$ cat config.mk
export PLATFORM = sky130hd
export DESIGN_NAME = trig_capture_fe
export DESIGN_NICKNAME = d
export VERILOG_FILES = /design/src/rtl/tcf_pkg.sv /design/src/rtl/tcf_match.sv /design/src/rtl/tcf_widen.sv /design/src/rtl/tcf_packer.sv /design/src/rtl/trig_capture_fe.sv
export SDC_FILE = /design/constraint.sdc
export NUM_CORES = 1
export LEC_CHECK = 0
export BUFFER_PORTS_ARGS = -buffer_cell sky130_fd_sc_hd__buf_4
export CAP_MARGIN = 20
export CORE_MARGIN = 3
export CORE_UTILIZATION = 51
export DETAILED_ROUTE_END_ITERATION = 6
export PLACE_DENSITY = 0.86
export SKIP_LAST_GASP = 1
export SYNTH_ARGS = -nofsm -noshare
export SYNTH_HDL_FRONTEND = slang
export SYNTH_SLANG_ARGS = --single-unit
$ cat constraint.sdc
create_clock -name clk -period 3.98 [get_ports clk]
set_input_delay 0.796 -clock clk [delete_from_list [all_inputs] [get_ports clk]]
set_output_delay 0.796 -clock clk [all_outputs]
set_load 0.01 [all_outputs]
$ cat src/rtl/tcf_pkg.sv
package tcf_pkg;
    typedef enum logic [1:0] {
        S_IDLE    = 2'd0,
        S_ARMED   = 2'd1,
        S_CAPTURE = 2'd2
    } cap_state_t;

    localparam int unsigned N_PAT = 2;   // pattern units
    localparam int unsigned P_START = 0; // index of the start pattern
    localparam int unsigned P_STORE = 1; // index of the storage pattern
endpackage

$ cat src/rtl/tcf_match.sv
module tcf_match #(
    parameter int unsigned W = 14
) (
    input  logic [W-1:0] sample,
    input  logic [W-1:0] value,
    input  logic [W-1:0] mask,
    output logic         hit
);
    logic [W-1:0] diff;

    always_comb begin
        diff = (sample ^ value) & mask;
        hit  = (diff == '0);
    end
endmodule

$ cat src/rtl/tcf_widen.sv
module tcf_widen #(
    parameter int unsigned W = 14
) (
    input  logic [W-1:0] data,
    input  logic         odd_sel,
    input  logic         mark,
    output logic [W+1:0] half
);
    logic par;

    always_comb begin
        par  = (^data) ^ odd_sel;
        half = {mark, par, data};
    end
endmodule

$ cat src/rtl/tcf_packer.sv
module tcf_packer #(
    parameter int unsigned HALF_W = 16,
    localparam int unsigned WORD_W = 2 * HALF_W
) (
    input  logic              clk,
    input  logic              rst_n,
    input  logic              clr_ovf,
    input  logic              store_en,
    input  logic [HALF_W-1:0] store_half,
    input  logic              flush,
    input  logic              fifo_full,
    output logic              fifo_wr,
    output logic [WORD_W-1:0] fifo_data,
    output logic              overflow,
    output logic              half_valid
);
    logic [HALF_W-1:0] half_q;
    logic              word_rdy;
    logic [WORD_W-1:0] word_nx;

    always_comb begin
        word_rdy = 1'b0;
        word_nx  = '0;
        if (flush) begin
            word_rdy = half_valid;
            word_nx  = {{HALF_W{1'b0}}, half_q};
        end else if (store_en && half_valid) begin
            word_rdy = 1'b1;
            word_nx  = {store_half, half_q};
        end
    end

    always_ff @(posedge clk) begin
        if (!rst_n) begin
            half_q     <= '0;
            half_valid <= 1'b0;
            fifo_wr    <= 1'b0;
            fifo_data  <= '0;
            overflow   <= 1'b0;
        end else begin
            fifo_wr <= 1'b0;
            if (clr_ovf) begin
                overflow <= 1'b0;
            end
            if (flush) begin
                half_valid <= 1'b0;
            end else if (store_en) begin
                if (!half_valid) begin
                    half_q     <= store_half;
                    half_valid <= 1'b1;
                end else begin
                    half_valid <= 1'b0;
                end
            end
            if (word_rdy) begin
                if (fifo_full) begin
                    overflow <= 1'b1;
                end else begin
                    fifo_wr   <= 1'b1;
                    fifo_data <= word_nx;
                end
            end
        end
    end

    AST_NO_WR_WHEN_FULL: assert property (@(posedge clk) disable iff (!rst_n)
        fifo_wr |-> !$past(fifo_full));
    AST_OVF_STICKY: assert property (@(posedge clk) disable iff (!rst_n)
        $past(overflow && !clr_ovf) |-> overflow);
endmodule

$ cat src/rtl/trig_capture_fe.sv
module trig_capture_fe
    import tcf_pkg::*;
#(
    parameter int unsigned DATA_W = 14,
    parameter int unsigned RAW_W  = 21,
    localparam int unsigned HALF_W = DATA_W + 2,
    localparam int unsigned WORD_W = 2 * HALF_W
) (
    input  logic              clk,
    input  logic              rst_n,
    input  logic              in_valid,
    input  logic [RAW_W-1:0]  in_data,
    input  logic [DATA_W-1:0] start_value,
    input  logic [DATA_W-1:0] start_mask,
    input  logic [DATA_W-1:0] store_value,
    input  logic [DATA_W-1:0] store_mask,
    input  logic              odd_parity,
    input  logic              arm,
    input  logic              disarm,
    input  logic              fifo_full,
    output logic              fifo_wr,
    output logic [WORD_W-1:0] fifo_data,
    output logic              armed,
    output logic              triggered,
    output logic              overflow
);
    cap_state_t state, nxt;

    logic [DATA_W-1:0] sample;
    logic [DATA_W-1:0] pat_val [N_PAT];
    logic [DATA_W-1:0] pat_msk [N_PAT];
    logic [N_PAT-1:0]  pat_hit;
    logic              arm_go, flush, trig_now, in_cap, store_en;
    logic              first_q, mark;
    logic [HALF_W-1:0] half;
    logic              half_valid;

    assign sample = in_data[DATA_W-1:0];

    always_comb begin
        pat_val[P_START] = start_value;
        pat_msk[P_START] = start_mask;
        pat_val[P_STORE] = store_value;
        pat_msk[P_STORE] = store_mask;
    end

    for (genvar g = 0; g < N_PAT; g++) begin : g_pat
        tcf_match #(.W(DATA_W)) u_match (
            .sample (sample),
            .value  (pat_val[g]),
            .mask   (pat_msk[g]),
            .hit    (pat_hit[g])
        );
    end

    // state register
    always_ff @(posedge clk) begin
        if (!rst_n) begin
            state <= S_IDLE;
        end else begin
            state <= nxt;
        end
    end

    // next state and control outputs
    always_comb begin
        nxt      = state;
        arm_go   = 1'b0;
        flush    = 1'b0;
        trig_now = 1'b0;
        in_cap   = 1'b0;
        unique case (state)
            S_IDLE: begin
                if (arm && !disarm) begin
                    nxt    = S_ARMED;
                    arm_go = 1'b1;
                end
            end
            S_ARMED: begin
                if (disarm) begin
                    nxt   = S_IDLE;
                    flush = 1'b1;
                end else if (in_valid && pat_hit[P_START]) begin
                    nxt      = S_CAPTURE;
                    trig_now = 1'b1;
                end
            end
            S_CAPTURE: begin
                if (disarm) begin
                    nxt   = S_IDLE;
                    flush = 1'b1;
                end else begin
                    in_cap = in_valid;
                end
            end
            default: nxt = S_IDLE;
        endcase
        store_en  = (in_cap || trig_now) && pat_hit[P_STORE];
        mark      = first_q || trig_now;
        armed     = (state != S_IDLE);
        triggered = (state == S_CAPTURE);
    end

    // marker pending between trigger and first stored sample
    always_ff @(posedge clk) begin
        if (!rst_n) begin
            first_q <= 1'b0;
        end else if (trig_now) begin
            first_q <= !store_en;
        end else if (store_en || flush || arm_go) begin
            first_q <= 1'b0;
        end
    end

    tcf_widen #(.W(DATA_W)) u_widen (
        .data    (sample),
        .odd_sel (odd_parity),
        .mark    (mark),
        .half    (half)
    );

    tcf_packer #(.HALF_W(HALF_W)) u_pack (
        .clk        (clk),
        .rst_n      (rst_n),
        .clr_ovf    (arm_go),
        .store_en   (store_en),
        .store_half (half),
        .flush      (flush),
        .fifo_full  (fifo_full),
        .fifo_wr    (fifo_wr),
        .fifo_data  (fifo_data),
        .overflow   (overflow),
        .half_valid (half_valid)
    );

    AST_WR_AFTER_CAPTURE: assert property (@(posedge clk) disable iff (!rst_n)
        fifo_wr |-> $past(state == S_CAPTURE));
    AST_TRIG_FROM_ARMED: assert property (@(posedge clk) disable iff (!rst_n)
        $rose(triggered) |-> $past(state == S_ARMED));
    AST_IDLE_NO_HALF: assert property (@(posedge clk) disable iff (!rst_n)
        (state == S_IDLE) |-> !half_valid);
    AST_NO_STORE_UNTRIGGERED: assert property (@(posedge clk) disable iff (!rst_n)
        (state == S_ARMED && !in_valid) |=> !half_valid);
endmodule

==> results of run 1 <==
==> cells in the mapped netlist, drive strengths merged <==
| library cell | count | area share [%] |
|---|---|---|
| o311ai | 1 | 0.31 |
| a222oi | 1 | 0.36 |
| o32ai | 1 | 0.31 |
| a2111oi | 1 | 0.99 |
| a21oi | 2 | 0.36 |
| xnor2 | 12 | 3.8 |
| a211o | 1 | 0.31 |
| buf | 9 | 2.7 |
| and4 | 2 | 0.63 |
| nand3 | 3 | 0.54 |
| ha | 3 | 1.3 |
| nand3b | 1 | 0.27 |
| nand4 | 1 | 0.22 |
| mux2 | 1 | 0.40 |
| a22oi | 12 | 3.2 |
| xor2 | 30 | 9.4 |
| nand2 | 88 | 12 |
| nor2 | 1 | 0.13 |
| inv | 5 | 0.67 |
| clkbuf | 20 | 2.7 |
| nor2b | 1 | 0.22 |
| a21boi | 1 | 0.27 |
| o21ai | 1 | 0.18 |
| dfxtp | 54 | 39 |
| nand4b | 2 | 1.2 |
| and3 | 2 | 0.45 |
| a21o | 3 | 0.81 |
| nand2b | 2 | 0.45 |
| mux2i | 48 | 17 |
==> worst min path at each step <==
stage,endpoint,from
floorplan,u_pack.fifo_data[0],u_pack.half_q[0]
global placement,u_pack.overflow,u_pack.overflow
detailed placement,u_pack.overflow,u_pack.overflow
CTS,u_pack.overflow,u_pack.overflow
global route,u_pack.fifo_data[0],u_pack.fifo_data[0]
finish,u_pack.overflow,u_pack.overflow
==> where the power goes <==
part | internal [W] | total [W] | switching (W)
Combinational | 0.000102 | 0.000198 | 0.0000961
Sequential | 0.000542 | 0.000544 | 0.00000196
Clock | 0.000125 | 0.000303 | 0.000178
Total | 0.000768 | 0.00104 | 0.000276
==> area by class of cell <==
cell class | instances | area share [%]
inverters | 5 | 0.510
repair buffers | 115 | 23.5
clock buffers | 6 | 1.97
flip-flops and latches | 54 | 29.4
clock inverters | 2 | 0.374
multi-input cells | 221 | 41.9
well taps | 70 | 2.38
==> worst register-to-register path, delay by kind of cell, from the launching register on <==
family | cells | cell delay, ps
AOI/OAI and AO/OA | 2 | 990
adders and majority gates | 1 | 230
and+or+nand+nor | 1 | 190
DFF | 1 | 390
muxes | 1 | 300
buffers and inverters | 1 | 80
==> per-stage QoR <==
step / hold slack, ps / power [W]
detailed placement: 448 / 0.000752
CTS: 461 / 0.00104
floorplan: 443 / 0.000665
global route: 483 / 0.00109
finish: 458 / 0.00104
global placement: 444 / 0.000744
==> routing by layer <==
metal / share of wire, % / global-route usage [%]
met1: 41 / 27.9
met2: 49 / 40.3
met3: 6.9 / 6.09
met4: 2.8 / 9.29
met5: 0 / 0
==> state kept, by name, summed over array words and instances, names as in the netlist <==
signal and count:
u_pack.fifo_data 32, u_pack.half_q 16, state 2, first_q 1
u_pack.fifo_wr 1, u_pack.half_valid 1, u_pack.overflow 1
==> kinds of logic after synthesis <==
group,after synthesis
buffers and inverters,34
adders and majority gates,3
muxes,49
xor gates and xnor gates,42
AOI/OAI and AO/OA,24
and+or+nand+nor,103
DFF,54
==> flow_metrics.env, run 1 <==
export IMPL_rows=26
export IMPL_setup_viol=0
export IMPL_synth_area_sq_um=2790
export IMPL_worst_pin_slew_ps=953
export IMPL_postCtsSetupRepairBufs=0
export IMPL_rsz0062_at_grt="no"
export IMPL_drt_pass1_iter_count=4
export IMPL_required_ps=4130
export IMPL_drtIter0Drc=111
export IMPL_grt_ovfl_total=0
export IMPL_clkSlewWorstSetupHoldPaths_ps=90
export IMPL_dieArea_sq_um=6390
export IMPL_hp_class="register to register"
export IMPL_crit_end="u_pack.fifo_data[27]"
export IMPL_h_tree_depth=2
export IMPL_cts_hold_buffers_added=0
export IMPL_r2r_start="state[0]"
export IMPL_clock_tree_root_cell="clkbuf_8"
export IMPL_preCtsSetupSlack_ps=550
export IMPL_r2r_end="u_pack.fifo_data[27]"
export IMPL_nets=489
export IMPL_drv_slew=0
export IMPL_fp_dieW_um=80.0
export IMPL_crit_type="primary input to register"
export IMPL_end_kind="register"
export IMPL_ant_nets=0
export IMPL_r2r_cells=6
export IMPL_syn_nets=396
export IMPL_cts_buffers=5
export IMPL_multi_input_area_sq_um=1540
export IMPL_hold_violations=0
export IMPL_start_util_pct=53.6
export IMPL_crit_family="compound AO/OA/AOI/OAI gates"
export IMPL_core_sq_um=5200
export IMPL_worst_slack_ps=875
export IMPL_track_usage_pct=23.6
export IMPL_grt_pass1_vias=2423
export IMPL_routed_wl_um=7340
export IMPL_ctsResizeCount=0
export IMPL_fin_util_pct=70.7
export IMPL_cp_startpoint="in_data[6]"
export IMPL_synth_simple_gate_area_share_pct=15.9
export IMPL_place_inst=465
export IMPL_final_common_cell="buf_4"
export IMPL_cts_tree="built"
export IMPL_outcome="complete, no violations"
export IMPL_clock_fmax_mhz=322
export IMPL_timing_slew_headroom_pct=36.5
export IMPL_crit_buf_inv=1
export IMPL_grt_pass1_wl_um=11600
export IMPL_vias=2450
export IMPL_clkSinkCount=54
export IMPL_fillers=417
export IMPL_post_drt_wl_per_cell_um=15.5
export IMPL_die_height_um=80.0
export IMPL_fin_skew_ps=8.16
export IMPL_crit_fanout=33
export IMPL_grt_max_degree=70
export IMPL_boundaryPins=120
export IMPL_synth_seq_cells=54
export IMPL_antenna_found_initial=0
export IMPL_holdPathStages=2
export IMPL_area_delta_synth_final_pct=31.8
export IMPL_cts_buffer_depth=2
export IMPL_most_common_layout_cells="buf_4, nand2_1, dfxtp_1"
export IMPL_fin_crit_sh_pct=78.0
export IMPL_ff_latch_area_sq_um=1080
export IMPL_p_leak_nw=1.92
export IMPL_fin_setup_tns_ps=0
export IMPL_r2r_setup_slack_ps=1710
export IMPL_p_per_area_nw_per_um2=284
export IMPL_clkLatencyLatePin_ps=310
export IMPL_cp_arrival_ps=3260
export IMPL_final_layout_size_suffix_gt1_share_pct=31.3
export IMPL_synthMuxAreaShare_pct=17.6
export IMPL_period_minus_slack_ps=3110
export IMPL_synth_top_family_by_area="multiplexers"
export IMPL_avgSynthCellArea_sq_um=9.03
export IMPL_ys_seq_area_share_pct=38.7
export IMPL_synthXorXnorAreaFrac_pct=13.2
export IMPL_dp_hpwl_um=5620
export IMPL_vdd_ir_drop_max_v=0.000162
export IMPL_synth_compound_area_share_pct=7.13
export IMPL_critical_path_cell_chain="buf_4 -> xor2_1 -> a222oi_1 -> and3_1 -> nand4b_4 -> a21o_1 -> a211o_2 -> mux2i_1"
export IMPL_synthDistinctLibCells=32
export IMPL_dpl_cell_area_sq_um=3590
export IMPL_antenna_cells=0
export IMPL_cp_start_kind="primary input"
export IMPL_via_per_inst=5.18
export IMPL_yosys_warnings=0
export IMPL_drc=0
export IMPL_place_congestion=0.905
export IMPL_maxCapViolations=0
export IMPL_path_depth=8
export IMPL_synth_adder_area_share_pct=1.35
export IMPL_final_cell_count_no_fill=473
export IMPL_portBuffers=112
export IMPL_crit_path_max_incr_delay_ps=700
export IMPL_design_area_sq_um=3680
export IMPL_cpMaxStageDelayCell="a211o_2"
export IMPL_syn_inst=309
Power figures use the tool's default switching activity.
==> inputs of run 2 (changes only) <==
- CORE_UTILIZATION: 51 -> 43
- PLACE_DENSITY: 0.86 -> 0.77
- clock period: 3.98 -> 2.6 ns (I/O delays scaled with it)
==> run 2 against run 1 <==
Net effect:
- core utilization decreased by 7.6 points
- setup slack worse by 620 ps
- total power grew 64%
- largest power group unchanged
- first-iteration DRC count rose by 14%
- clock power increased by 90%
- sequential power rose by 53%
- via count up 0.78%
==> flow_metrics.env, run 2 (synthesized netlist as in run 1, its figures left out) <==
export IMPL_outcome="complete, no violations"
export IMPL_p_per_area_nw_per_um2=446
export IMPL_boundaryPins=120
export IMPL_crit_family="compound AO/OA/AOI/OAI gates"
export IMPL_setup_viol=0
export IMPL_hold_end="state[1]"
export IMPL_core_sq_um=6100
export IMPL_place_congestion=0.832
export IMPL_min_delay_start="disarm"
export IMPL_grt_ovfl_total=0
export IMPL_end_kind="register"
export IMPL_drt_pass1_iter_count=4
export IMPL_final_common_cell="buf_4"
export IMPL_preCtsSetupSlack_ps=-89.7
export IMPL_crit_fanout=16
export IMPL_ant_nets=0
export IMPL_required_ps=2800
export IMPL_dpl_cell_area_sq_um=3730
export IMPL_fp_dieW_um=86.6
export IMPL_design_area_sq_um=3840
export IMPL_hold_violations=0
export IMPL_drv_slew=0
export IMPL_area_delta_synth_final_pct=37.8
export IMPL_grt_max_degree=56
export IMPL_top_regs="u_pack.fifo_data (32), u_pack.half_q (16), state (2)"
export IMPL_hp_class="primary input to register"
export IMPL_p_total_w=0.00172
export IMPL_timing_slew_headroom_pct=65.5
export IMPL_top_register="u_pack.fifo_data"
export IMPL_crit_type="primary input to register"
export IMPL_portBuffers=112
export IMPL_clkSinkCount=54
export IMPL_largest_register_ffs=32
export IMPL_cts_tree="built"
export IMPL_crit_buf_inv=3
export IMPL_final_layout_size_suffix_gt1_share_pct=33.3
export IMPL_vdd_ir_drop_max_v=0.000363
export IMPL_crit_path_max_incr_delay_ps=400
export IMPL_maxCapViolations=0
export IMPL_cts_buffer_depth=2
export IMPL_hold_slack_ps=447
export IMPL_start_util_pct=45.8
export IMPL_drt_met1_wl_um=3250
export IMPL_ctsResizeCount=0
export IMPL_postCtsSetupRepairBufs=0
export IMPL_r2r_start="state[0]"
export IMPL_r2r_cells=8
export IMPL_cts_buffers=5
export IMPL_grt_pass1_vias=2386
export IMPL_most_common_layout_cells="buf_4, nand2_1, dfxtp_1"
export IMPL_vias=2469
export IMPL_nets=500
export IMPL_fin_crit_sh_pct=90.4
export IMPL_grt_pass1_wl_um=11900
export IMPL_antenna_found_initial=0
export IMPL_critical_path_cell_chain="buf_4 -> xor2_1 -> a222oi_1 -> buf_4 -> and3_1 -> nand4b_4 -> a21o_1 -> a211o_2 -> buf_12 -> mux2i_1"
export IMPL_period_minus_slack_ps=2350
export IMPL_clock_tree_root_cell="clkbuf_8"
export IMPL_cp_arrival_ps=2550
export IMPL_rows=28
export IMPL_drtIter0Drc=127
export IMPL_h_tree_depth=2
export IMPL_rsz0062_at_grt="no"
export IMPL_worst_slack_ps=251
export IMPL_dieArea_sq_um=7490
export IMPL_top_layer="met4"
export IMPL_drc=0
export IMPL_routed_wl_um=7390
export IMPL_track_usage_pct=20.2
export IMPL_r2r_setup_slack_ps=690
export IMPL_cp_common_cell="buf_4"
export IMPL_wl_met2_um=3570
export IMPL_fin_skew_ps=4.80
export IMPL_cpMaxStageDelayCell="a211o_2"
export IMPL_dp_hpwl_um=5820
export IMPL_r2r_end="u_pack.fifo_data[18]"
export IMPL_cp_start_kind="primary input"
export IMPL_cts_hold_buffers_added=0
export IMPL_holdPathStages=2
export IMPL_antenna_cells=0
export IMPL_post_drt_wl_per_cell_um=15.1
export IMPL_clkLatencyLatePin_ps=310
export IMPL_p_leak_nw=2.00
export IMPL_clkSlewWorstSetupHoldPaths_ps=100
export IMPL_via_per_inst=5.05
export IMPL_clock_fmax_mhz=426
export IMPL_met3_length_um=457
export IMPL_die_height_um=86.6
export IMPL_worst_pin_slew_ps=517
run 2: cell types whose count changed in the layout (fill, tap and decap cells not counted), sizes merged:
cell,previous run,this run
inv,5,6
buf,115,126
clkinv,2,1
clkbuf,6,5
bufinv,0,1
run 2: power by group:
part | switching, W | internal, W
clock network | 0.000286 | 0.000289
logic | 0.000144 | 0.000163
registers | 0.00000337 | 0.000830
total | 0.000433 | 0.00128
run 2: cell type report:
cell class / count / area, sq um
inverter: 5 / 18.8
clock buffer: 5 / 68.8
timing repair buffer: 126 / 996
multi-input combinational: 221 / 1540
tap: 75 / 93.8
clock inverter: 3 / 43.8
fill: 548 / 2250
sequential: 54 / 1080
run 2: how the worst max path moves through the flow:
stage                            from                    to  slack, ps  cells after the start
final                      in_data[6]  u_pack.fifo_data[11]        250                     10
after global routing       in_data[6]  u_pack.fifo_data[19]        140                     11
after CTS                  in_data[6]  u_pack.fifo_data[18]        240                     10
after detailed placement   in_data[6]  u_pack.fifo_data[18]        -90                     10
after global placement     in_data[6]  u_pack.fifo_data[25]        -70                     10
after floorplan           in_data[10]  u_pack.fifo_data[10]        110                     10
run 2: worst register-to-register path, cell delays in order, from the launching register on:
cell and delay (ps):
dfxtp_1 400, inv_1 100, ha_1 300, nand2_1 140, nand2_1 130, a2111oi_4 390
buf_12 190, nand2_1 70, mux2i_1 130
run 2: layer usage:
metal	track usage, %	vias up
li1	-	1228
met1	26.6	1145
met2	33.4	86
met3	4.75	10
met4	4.67	0
met5	0	-
run 2: per-stage QoR:
step	util, %	instances	TNS (ps)
3_3_place_gp	61.2	481	-2220
3_5_place_dp	61.2	481	-2430
5_1_grt	63.1	489	0
6_report	63.1	489	0
4_1_cts	63.1	489	0
2_1_floorplan	-	309	0
==> inputs of run 3 (changes only) <==
- ABC_AREA: unset -> 1
- CORE_UTILIZATION: 43 -> 45
==> run 3 against run 2 <==
Net effect:
- first-iteration DRC count increased by 87%
- via count increased by 47%
- synthesized cell count increased by 88%
- sequential share of layout area decreased by 3.4 points
- core utilization decreased by 0.81 points
- combinational power increased by 32%
- largest power group unchanged
==> flow_metrics.env, run 3 <==
export IMPL_use_met3_pct=4.47
export IMPL_crit_type="primary input to register"
export IMPL_cp_startpoint="in_data[8]"
export IMPL_drc=0
export IMPL_synth_edf_count=0
export IMPL_routed_wl_um=9060
export IMPL_cp_arrival_ps=2180
export IMPL_cp_common_cell="nand2_1"
export IMPL_via_per_inst=4.64
export IMPL_period_minus_slack_ps=1960
export IMPL_postCtsSetupRepairBufs=0
export IMPL_preCtsSetupSlack_ps=360
export IMPL_met2_usage_pct=36.8
export IMPL_fp_dieW_um=92.6
export IMPL_cp_start_kind="primary input"
export IMPL_vdd_ir_drop_max_v=0.000223
export IMPL_largest_register_ffs=32
export IMPL_cts_buffers=5
export IMPL_fin_util_pct=62.2
export IMPL_ant_nets=0
export IMPL_ys_seq_area_share_pct=32.0
export IMPL_p_leak_nw=2.51
export IMPL_avgSynthCellArea_sq_um=5.81
export IMPL_cpMaxStageDelayCell="nor2_2"
export IMPL_outcome="complete, no violations"
export IMPL_synth_seq_cells=54
export IMPL_boundaryPins=120
export IMPL_grt_pass1_vias=3294
export IMPL_fin_crit_sh_pct=75.4
export IMPL_crit_fanout=18
export IMPL_grt_busiest_layer="met2"
export IMPL_cts_hold_buffers_added=0
export IMPL_final_common_cell="nand2_1"
export IMPL_most_common_layout_cells="nand2_1, buf_4, nor2_1"
export IMPL_drv_slew=0
export IMPL_crit_family="simple AND/OR/NAND/NOR gates"
export IMPL_r2r_cells=10
export IMPL_min_delay_start="u_pack.half_q[9]"
export IMPL_maxCapViolations=0
export IMPL_start_util_pct=48.1
export IMPL_final_layout_size_suffix_gt1_share_pct=21.4
export IMPL_antenna_cells=0
export IMPL_die_height_um=92.6
export IMPL_timing_slew_headroom_pct=62.4
export IMPL_hold_slack_ps=484
export IMPL_synthDistinctLibCells=29
export IMPL_design_area_sq_um=4370
export IMPL_post_synth_top_area_fraction_pct=32.0
export IMPL_syn_inst=581
export IMPL_crit_buf_inv=3
export IMPL_nets=773
export IMPL_clock_fmax_mhz=510
export IMPL_r2r_end="u_pack.fifo_data[21]"
export IMPL_top_regs="u_pack.fifo_data (32), u_pack.half_q (16), state (2)"
export IMPL_place_congestion=0.858
export IMPL_crit_end="u_pack.half_q[12]"
export IMPL_ctsResizeCount=0
export IMPL_dp_hpwl_um=7110
export IMPL_synth_area_sq_um=3370
export IMPL_h_tree_depth=2
export IMPL_r2r_start="state[0]"
export IMPL_hold_violations=0
export IMPL_rsz0062_at_grt="no"
export IMPL_vias=3636
export IMPL_yosys_top_cells_area="dfxtp_1, nand2_1, nor2_1"
export IMPL_grt_ovfl_total=0
export IMPL_synthTopCellsByCount="nand2_1, nor2_1, inv_1, dfxtp_1, nand3_1"
export IMPL_grt_max_degree=66
export IMPL_yosys_warnings=0
export IMPL_syn_nets=668
export IMPL_end_kind="register"
export IMPL_yosysTopAreaCell="dfxtp_1"
export IMPL_core_sq_um=7020
export IMPL_p_per_area_nw_per_um2=413
export IMPL_fin_setup_tns_ps=0
export IMPL_crit_path_max_incr_delay_ps=180
export IMPL_dieArea_sq_um=8570
export IMPL_synth_flop_cell="dfxtp_1"
export IMPL_setup_viol=0
export IMPL_ys_async_sr_fraction_pct=0
export IMPL_top_register="u_pack.fifo_data"
export IMPL_worst_pin_slew_ps=561
export IMPL_area_delta_synth_final_pct=29.5
export IMPL_required_ps=2820
export IMPL_grt_use_met1_pct=23.4
export IMPL_antenna_found_initial=0
export IMPL_clkSinkCount=54
export IMPL_r2r_setup_slack_ps=690
export IMPL_synth_most_common_cell="nand2_1"
export IMPL_drtIter0Drc=238
export IMPL_clkSlewWorstSetupHoldPaths_ps=90
export IMPL_clock_tree_root_cell="clkbuf_8"
export IMPL_fin_skew_ps=7.94
export IMPL_portBuffers=112
export IMPL_critical_path_cell_chain="buf_4 -> inv_1 -> nand2_1 -> nand3_1 -> nand2_1 -> nor2_1 -> nand2_1 -> nor2_2 -> nand3_4 -> nand2_4 -> nand2_4 -> inv_4 -> nand2_1 -> a21oi_1"
export IMPL_rows=30
export IMPL_cts_tree="built"
export IMPL_worst_slack_ps=638
export IMPL_post_drt_wl_per_cell_um=11.6
export IMPL_grt_pass1_wl_um=14400
export IMPL_hp_class="register to register"
export IMPL_cts_buffer_depth=2
export IMPL_drt_pass1_iter_count=4
export IMPL_path_depth=14
export IMPL_dpl_cell_area_sq_um=4260
export IMPL_clkLatencyLatePin_ps=300
export IMPL_track_usage_pct=20.7
==> run 3: cell types whose count changed after synthesis, sizes merged, moves of 15 or more <==
| cell | delta |
|---|---|
| a21oi | +20 |
| nand2 | +141 |
| nand3 | +47 |
| xor2 | -29 |
| clkbuf | -15 |
| inv | +83 |
| nor2 | +96 |
| mux2i | -48 |
==> run 3: worst min-delay path by stage <==
stage,slack (ps),endpoint,depth (start not counted)
floorplan,460,first_q,2
global placement,460,u_pack.overflow,2
detailed placement,470,u_pack.half_q[9],2
CTS,490,u_pack.half_q[9],2
global route,500,u_pack.half_q[5],3
finish,480,u_pack.half_q[9],2
==> run 3: per-stage QoR <==
stage	cells	power [W]
6_report	783	0.00181
5_1_grt	783	0.00189
4_1_cts	783	0.00182
3_5_place_dp	775	0.00127
3_3_place_gp	775	0.00125
2_1_floorplan	581	0.00108
==> run 3: logic make-up (layout without fill, tap and decap cells) <==
logic type / count (synthesis) / after routing / share of synthesized area [%]
adders and majority gates: 3 / 3 / 1.11
xor gates and xnor gates: 6 / 6 / 1.56
and+or+nand+nor: 384 / 384 / 47.9
DFF: 54 / 54 / 32.0
buffers and inverters: 109 / 215 / 13.7
AOI/OAI and AO/OA: 25 / 25 / 3.71
==> run 3: metal layers <==
metal | vias to the layer above | share of wire (%)
met5 | - | 0
met4 | 0 | 3.1
met3 | 21 | 7.3
met2 | 116 | 48
met1 | 1567 | 42
li1 | 1932 | -
==> run 3: worst register-to-register path: cells and delay by family, from the launching register on <==
family | cells | cell delay, ps
simple gates | 6 | 820
flops | 1 | 370
buf+inv | 3 | 350
fa+ha+maj | 1 | 290
==> run 3: cell type report <==
type	count	area [sq um]
Timing Repair Buffer	117	891
Multi-Input combinational cell	418	1830
Clock buffer	7	76.3
Clock inverter	1	30.0
Inverter	90	340
Fill cell	715	2650
Sequential cell	54	1080
Tap cell	96	120
==> run 3: power breakdown <==
group	internal, W	leakage (nW)	switching, W
registers	0.000836	0.435	0.00000751
logic	0.000179	2.02	0.000227
clock network	0.000289	0.0524	0.000268
